### src/rtl/tdsi_pkg.sv
package tdsi_pkg;

    localparam int RES_W       = 12;  // full conversion width
    localparam int NARROW_W    = 8;   // reduced conversion width
    localparam int CW_BITS     = 8;   // command length including start bit
    localparam int TRACK_EDGE  = 5;   // falling edge that opens acquisition
    localparam int HOLD_WIDE   = 7;   // rising edges ignored after a 12-bit command
    localparam int HOLD_NARROW = 3;   // rising edges ignored after an 8-bit command
    localparam int CNT_W       = $clog2(RES_W + 1);
    localparam int BCNT_W      = $clog2(CW_BITS + 1);
    localparam int HOLD_W      = $clog2(HOLD_WIDE + 1);
    localparam int BODY_W      = CW_BITS - 1;

    typedef struct packed {
        logic [2:0] chan;
        logic       narrow;
        logic       single_ref;
        logic [1:0] pwr;
    } ctrl_t;

    typedef enum logic [1:0] {
        TX_IDLE  = 2'd0,
        TX_HELD  = 2'd1,
        TX_SHIFT = 2'd2
    } tx_state_e;

    function automatic ctrl_t unpack_ctrl(input logic [BODY_W-1:0] body);
        ctrl_t c;
        c.chan       = body[6:4];
        c.narrow     = body[3];
        c.single_ref = body[2];
        c.pwr        = body[1:0];
        return c;
    endfunction

    function automatic logic [HOLD_W-1:0] holdoff_for(input logic narrow);
        return narrow ? HOLD_W'(HOLD_NARROW) : HOLD_W'(HOLD_WIDE);
    endfunction

    function automatic logic [CNT_W-1:0] result_len(input logic narrow);
        return narrow ? CNT_W'(NARROW_W) : CNT_W'(RES_W);
    endfunction

endpackage

### src/rtl/tdsi_pins.sv
module tdsi_pins (
    input  logic clk,
    input  logic rst,
    input  logic dclk,
    input  logic cs_n,
    input  logic din,
    output logic rise,
    output logic fall,
    output logic active,
    output logic din_s
);
    logic dclk_q, dclk_qq, cs_q;

    always_ff @(posedge clk) begin
        if (rst) begin
            dclk_q  <= 1'b0;
            dclk_qq <= 1'b0;
            cs_q    <= 1'b1;
            din_s   <= 1'b0;
        end else begin
            dclk_q  <= dclk;
            dclk_qq <= dclk_q;
            cs_q    <= cs_n;
            din_s   <= din;
        end
    end

    assign active = !cs_q;
    assign rise   = dclk_q && !dclk_qq;
    assign fall   = !dclk_q && dclk_qq;

endmodule

### src/rtl/tdsi_cmd_rx.sv
module tdsi_cmd_rx
    import tdsi_pkg::*;
(
    input  logic  clk,
    input  logic  rst,
    input  logic  active,
    input  logic  rise,
    input  logic  fall,
    input  logic  din_s,
    output logic  cw_valid,
    output ctrl_t cw,
    output logic  take,
    output logic  take_narrow,
    output logic  track,
    output logic  word_open
);
    logic [BCNT_W-1:0] bcnt;
    logic [BODY_W-2:0] sh;
    logic [HOLD_W-1:0] hold;
    logic              pend;
    logic [BODY_W-1:0] nxt_body;
    ctrl_t             nxt_ctrl;

    always_comb begin
        nxt_body = {sh, din_s};
        nxt_ctrl = unpack_ctrl(nxt_body);
    end

    always_ff @(posedge clk) begin
        cw_valid <= 1'b0;
        take     <= 1'b0;
        if (rst) begin
            cw          <= '0;
            take_narrow <= 1'b0;
        end
        if (rst || !active) begin
            word_open <= 1'b0;
            bcnt      <= '0;
            sh        <= '0;
            hold      <= '0;
            pend      <= 1'b0;
            track     <= 1'b0;
        end else begin
            if (rise) begin
                if (word_open) begin
                    sh   <= nxt_body[BODY_W-2:0];
                    bcnt <= bcnt + BCNT_W'(1);
                    if (bcnt == BCNT_W'(CW_BITS - 1)) begin
                        word_open <= 1'b0;
                        cw        <= nxt_ctrl;
                        cw_valid  <= 1'b1;
                        hold      <= holdoff_for(nxt_ctrl.narrow);
                        pend      <= 1'b1;
                    end
                end else if (hold != '0) begin
                    hold <= hold - HOLD_W'(1);
                end else if (din_s) begin
                    word_open <= 1'b1;
                    bcnt      <= BCNT_W'(1);
                    sh        <= '0;
                end
            end
            if (fall) begin
                if (word_open && bcnt == BCNT_W'(TRACK_EDGE))
                    track <= 1'b1;
                if (pend) begin
                    pend        <= 1'b0;
                    track       <= 1'b0;
                    take        <= 1'b1;
                    take_narrow <= cw.narrow;
                end
            end
        end
    end

    // a rising edge inside the hold-off never opens a command
    a_r8_holdoff_blocks: assert property (@(posedge clk) disable iff (rst)
        (rise && !word_open && hold != '0) |=> !word_open);

    // capture only after the acquisition window was open
    a_r4_take_after_track: assert property (@(posedge clk) disable iff (rst)
        take |-> $past(track));

    // tracking is already open when the command completes
    a_r4_track_at_word_end: assert property (@(posedge clk) disable iff (rst)
        cw_valid |-> track);

endmodule

### src/rtl/tdsi_result_tx.sv
module tdsi_result_tx
    import tdsi_pkg::*;
(
    input  logic             clk,
    input  logic             rst,
    input  logic             active,
    input  logic             fall,
    input  logic             take,
    input  logic             take_narrow,
    input  logic [RES_W-1:0] conv_data,
    output logic             dout,
    output logic             busy,
    output logic             shifting
);
    tx_state_e        st;
    logic [RES_W-1:0] sh;
    logic [CNT_W-1:0] cnt;

    always_ff @(posedge clk) begin
        if (rst || !active) begin
            st   <= TX_IDLE;
            sh   <= '0;
            cnt  <= '0;
            dout <= 1'b0;
        end else if (take) begin
            st  <= TX_HELD;
            sh  <= conv_data;
            cnt <= result_len(take_narrow);
        end else if (fall) begin
            case (st)
                TX_HELD: begin
                    st   <= TX_SHIFT;
                    dout <= sh[RES_W-1];
                    sh   <= {sh[RES_W-2:0], 1'b0};
                    cnt  <= cnt - CNT_W'(1);
                end
                TX_SHIFT: begin
                    if (cnt != '0) begin
                        dout <= sh[RES_W-1];
                        sh   <= {sh[RES_W-2:0], 1'b0};
                        cnt  <= cnt - CNT_W'(1);
                    end else begin
                        dout <= 1'b0;
                        st   <= TX_IDLE;
                    end
                end
                default: dout <= 1'b0;
            endcase
        end
    end

    assign busy     = (st == TX_HELD);
    assign shifting = (st == TX_SHIFT);

    // busy persists until a serial falling edge
    a_r5_busy_until_fall: assert property (@(posedge clk) disable iff (rst || !active)
        (st == TX_HELD && !fall && !take) |=> st == TX_HELD);

    // the bit counter never exceeds the full width
    a_r6_cnt_bound: assert property (@(posedge clk) disable iff (rst)
        cnt <= CNT_W'(RES_W));

endmodule

### src/rtl/touch_serial_if.sv
module touch_serial_if
    import tdsi_pkg::*;
(
    input  logic             clk,
    input  logic             rst,
    input  logic             dclk,
    input  logic             cs_n,
    input  logic             din,
    input  logic [RES_W-1:0] conv_data,
    output logic             dout,
    output logic             dout_oe,
    output logic             busy,
    output logic             busy_oe,
    output logic             acq_track,
    output logic             cw_valid,
    output logic [2:0]       cw_chan,
    output logic             cw_narrow,
    output logic             cw_single,
    output logic [1:0]       cw_pwr
);
    logic  rise, fall, active, din_s;
    logic  take, take_narrow, word_open, shifting;
    logic  oe_q;
    ctrl_t cw;

    tdsi_pins u_pins (
        .clk    (clk),
        .rst    (rst),
        .dclk   (dclk),
        .cs_n   (cs_n),
        .din    (din),
        .rise   (rise),
        .fall   (fall),
        .active (active),
        .din_s  (din_s)
    );

    tdsi_cmd_rx u_rx (
        .clk         (clk),
        .rst         (rst),
        .active      (active),
        .rise        (rise),
        .fall        (fall),
        .din_s       (din_s),
        .cw_valid    (cw_valid),
        .cw          (cw),
        .take        (take),
        .take_narrow (take_narrow),
        .track       (acq_track),
        .word_open   (word_open)
    );

    tdsi_result_tx u_tx (
        .clk         (clk),
        .rst         (rst),
        .active      (active),
        .fall        (fall),
        .take        (take),
        .take_narrow (take_narrow),
        .conv_data   (conv_data),
        .dout        (dout),
        .busy        (busy),
        .shifting    (shifting)
    );

    always_ff @(posedge clk) begin
        if (rst) oe_q <= 1'b0;
        else     oe_q <= active;
    end

    assign dout_oe   = oe_q;
    assign busy_oe   = oe_q;
    assign cw_chan   = cw.chan;
    assign cw_narrow = cw.narrow;
    assign cw_single = cw.single_ref;
    assign cw_pwr    = cw.pwr;

    // data line is quiet while a command is open and nothing shifts
    a_r3_quiet_during_cmd: assert property (@(posedge clk) disable iff (rst)
        (word_open && !shifting) |-> !dout);

    // a new capture never lands on a result still being shifted
    a_r11_no_clobber: assert property (@(posedge clk) disable iff (rst)
        take |-> !shifting);

    // busy is never shown with its driver disabled
    a_r10_busy_driven: assert property (@(posedge clk) disable iff (rst)
        busy |-> busy_oe);

endmodule

### config.mk
export PLATFORM = sky130hd
export DESIGN_NAME = touch_serial_if
export DESIGN_NICKNAME = d
export VERILOG_FILES = /design/src/rtl/tdsi_pkg.sv /design/src/rtl/tdsi_pins.sv /design/src/rtl/tdsi_cmd_rx.sv /design/src/rtl/tdsi_result_tx.sv /design/src/rtl/touch_serial_if.sv
export SDC_FILE = /design/constraint.sdc
export NUM_CORES = 1
export LEC_CHECK = 0
export ABC_AREA = 1
export CAP_MARGIN = 20
export CORE_ASPECT_RATIO = 2
export CORE_MARGIN = 2
export CORE_UTILIZATION = 52
export DETAILED_ROUTE_END_ITERATION = 16
export PLACE_DENSITY = 0.76
export RECOVER_POWER = 50
export SYNTH_ARGS = -nofsm -noshare
export SYNTH_HDL_FRONTEND = slang
export SYNTH_SLANG_ARGS = --single-unit
### constraint.sdc
create_clock -name clk -period 1.7 [get_ports clk]
set_clock_uncertainty 0.15 [all_clocks]
set_input_delay 0.34 -clock clk [delete_from_list [all_inputs] [get_ports clk]]
set_output_delay 0.34 -clock clk [all_outputs]
set_load 0.05 [all_outputs]
==> metrics.txt <==
Gate Count Post-Synth=311; met3 usage=3.67%; net count after synthesis=335; P per Cell Area=728 nW/um^2; Clock Power Share=36.2%; Initial Util=53.4%; Die H=97.9 um; Post-synth EDFFs=0; critical path arrival=1630 ps; Final setup viols=0; vias in the first global route=1860; average size of a mapped cell=7.38 um^2; die width=51.0 um; Die ar.=4990 um^2; Worst VDD drop=0.000762 V; ys async rst share=0%; Peak Freq=629 MHz; Worst path slowest cell=dfxtp_1; Final Core Density=63.6%; outcome=finished, final reports clean; yosys warns=0; final worst-path cycle share=93.5%; Seq pwr share=59.3%; crit-path max FO=15; area of the mapped netlist=2290 um^2; total of max-cap violations=0; cell-by-cell trace of the critical path=inv_1, ha_2, nor2_2, nor2_4, nand2_4, nand2_4, nand2_1, nand2_1, nor2_1; Worst-Skew Late Latency=300 ps; TritonCTS Buffers=5; # DRC=0; final WL=4670 um; GR Util met1=20.6%; CTS tree=built; area growth from synthesis to layout=19.0%; cell row count=34; Max Slew Vio Count=0; Layout Cells excl Fill=399; Final Critical Period=1590 ps; CP bufs+invs=1; final net count=368; clock sink total=50; Hold Fails Final Rpt=0; initial antenna violation count=0; TritonRoute pass-1 iters=4; I/O Buffers=29; H-Tree Depth=2; number of synthesized register bits=50; first-pass GRT wire length=7900 um; I/O pins=30; Post-CTS Setup Inserts=0; grt ovf=0; Most used DFF post-synth=dfxtp_1; gp weighted congestion=0.865; via-per-instance ratio=4.90; relative slew slack=65.5%; Clk pin slew, worst setup/hold paths=90 ps; worst hold path type=reg -> reg; combinational share of power=4.5%; Iter 0 DRT Violations=15; GRT met2 Usage=39.5%; RSZ-0062 raised after global routing=true; worst slew pin tran=517 ps; all-layer global routing usage=20.4%; Clock Tree Buf Depth=2; layout cells sized above 1=14.5%; Root Driver=clkbuf_8; post-placement cell count=391; Critical Path Sink Type=flip-flop; leakage=1.21 nW; core area=4300 um^2; global routing's busiest layer=met2; Setup crit start kind=flip-flop; Seq/Total Area, Yosys=43.6%; via count=1954; Post-DRT Antenna Nets=0; Ant. Diodes=0; switching fraction of total power=22.0%; fillers=401; routed len/inst=11.7 um; WP data required=1740 ps; post-DP HPWL=3530 um; pin count of the biggest net entering global routing=25; Largest delay share family, worst path=simple AND/OR/NAND/NOR gates; Crit Path Category=reg -> reg; Netlist cell types=25; Sw Pwr=0.000438 W; Worst path max stage delay=330 ps; Internal=0.00155 W
==> what timing repair did <==
action,CTS,global route
gates resized for setup,0,1
hold endpoints to repair,0,0
hold buffers,0,0
setup endpoints to repair,0,8
==> Yosys cell counts, types with 2 or more instances <==
library cell   n  area share [%]
nand2_1       91              15
dfxtp_1       50              44
inv_1         35             5.7
nand3_1       26             5.7
nor2_1        23             3.8
a21oi_1       21             4.6
o21ai_0       13             2.8
nand2_2        9             2.5
a21oi_2        8             3.1
ha_1           7             3.8
buf_2          5             1.1
buf_4          3            0.98
inv_2          3            0.49
nand2_4        3             1.5
mux2i_1        2            0.87
nor2_4         2            0.98
or2_2          2            0.55
==> metal layers <==
metal | part of all wire, % | vias up
li1 | - | 1036
met1 | 39 | 883
met2 | 57 | 27
met3 | 2.1 | 8
met4 | 1.5 | 0
met5 | 0 | -
==> metrics by stage <==
step	worst slack, ps	hold slack, ps	TNS, ps	total power (W)	cell area [um^2]
6_report	110	308	0	0.00199	2730
5_1_grt	-28.4	336	-88.4	0.00207	2730
4_1_cts	102	308	0	0.00202	2880
3_5_place_dp	58.8	295	0	0.00131	2790
3_3_place_gp	108	288	0	0.00131	2790
2_1_floorplan	94.0	277	0	0.00125	2300
==> power by group through the flow <==
stage	logic [W]	registers, W	clock network, W
after CTS	0.000101	0.00118	0.000737
after global routing	0.0000963	0.00118	0.000789
final	0.0000895	0.00118	0.000719
after global placement	0.0000989	0.00121	0
after floorplan	0.0000369	0.00121	0
after detailed placement	0.000100	0.00121	0
==> worst reg2reg max path, stage by stage, from the launching register on <==
cell     delay [ps]
dfxtp_1         330
inv_1            60
ha_2            240
nor2_2           70
nor2_4          140
nand2_4         110
nand2_4         200
nand2_1          80
nand2_1          60
nor2_1           40
==> cell type report <==
class	instances	area, um^2	area share, %
clock buffers	6	82.6	3.02
clock inverters	2	12.5	0.458
inverters	38	143	5.22
multi-input cells	212	1060	38.9
flip-flops and latches	50	1000	36.7
well taps	54	67.6	2.47
repair buffers	37	362	13.2
==> final timing paths <==
kind	start	cells after the start	slack [ps]	end
min reg2reg	u_rx.sh[5]	2	310	u_rx.cw[6]
max	u_tx.st[1]	9	110	u_tx.sh[2]
min	u_rx.sh[5]	2	310	u_rx.cw[6]
max reg2reg	u_tx.st[1]	9	110	u_tx.sh[2]
==> logic make-up after synthesis <==
family                   count (synthesis)  synth area share (%)
flip-flops                              50                  43.6
AO/OA/AOI/OAI                           42                  10.5
multiplexers                             2                 0.872
AND/OR/NAND/NOR                        160                  31.0
buffers and inverters                   49                  9.87
adder cells (fa/ha/maj)                  7                  3.82
XOR/XNOR                                 1                 0.382
==> cell usage in the layout (no fill, tap or decap), types with 2 or more instances in the layout <==
master / count
nand2_1: 91
or2_2: 2
o21ai_0: 13
buf_4: 5
clkbuf_2: 5
nand3_1: 26
buf_12: 2
dfxtp_1: 49
nand2_2: 9
mux2i_1: 2
a21oi_2: 8
ha_1: 6
nand2_4: 3
a21oi_1: 21
clkbuf_8: 6
inv_1: 36
dlymetal6s2s_1: 7
clkdlybuf4s50_1: 15
inv_2: 2
nor2_1: 24
==> state kept, by name, indices dropped and copies added (netlist names) <==
name	count
u_rx.bcnt	4
u_pins.dclk_q	1
u_rx.track	1
u_tx.st	2
u_rx.pend	1
u_rx.cw_valid	1
u_rx.sh	6
busy_oe	1
u_tx.dout	1
u_rx.cw	7
u_rx.take_narrow	1
u_rx.word_open	1
u_pins.cs_q	1
u_rx.take	1
u_tx.sh	12
u_pins.dclk_qq	1
u_pins.din_s	1
u_rx.hold	3
u_tx.cnt	4
Note: power is estimated with default switching activity, not from simulation.
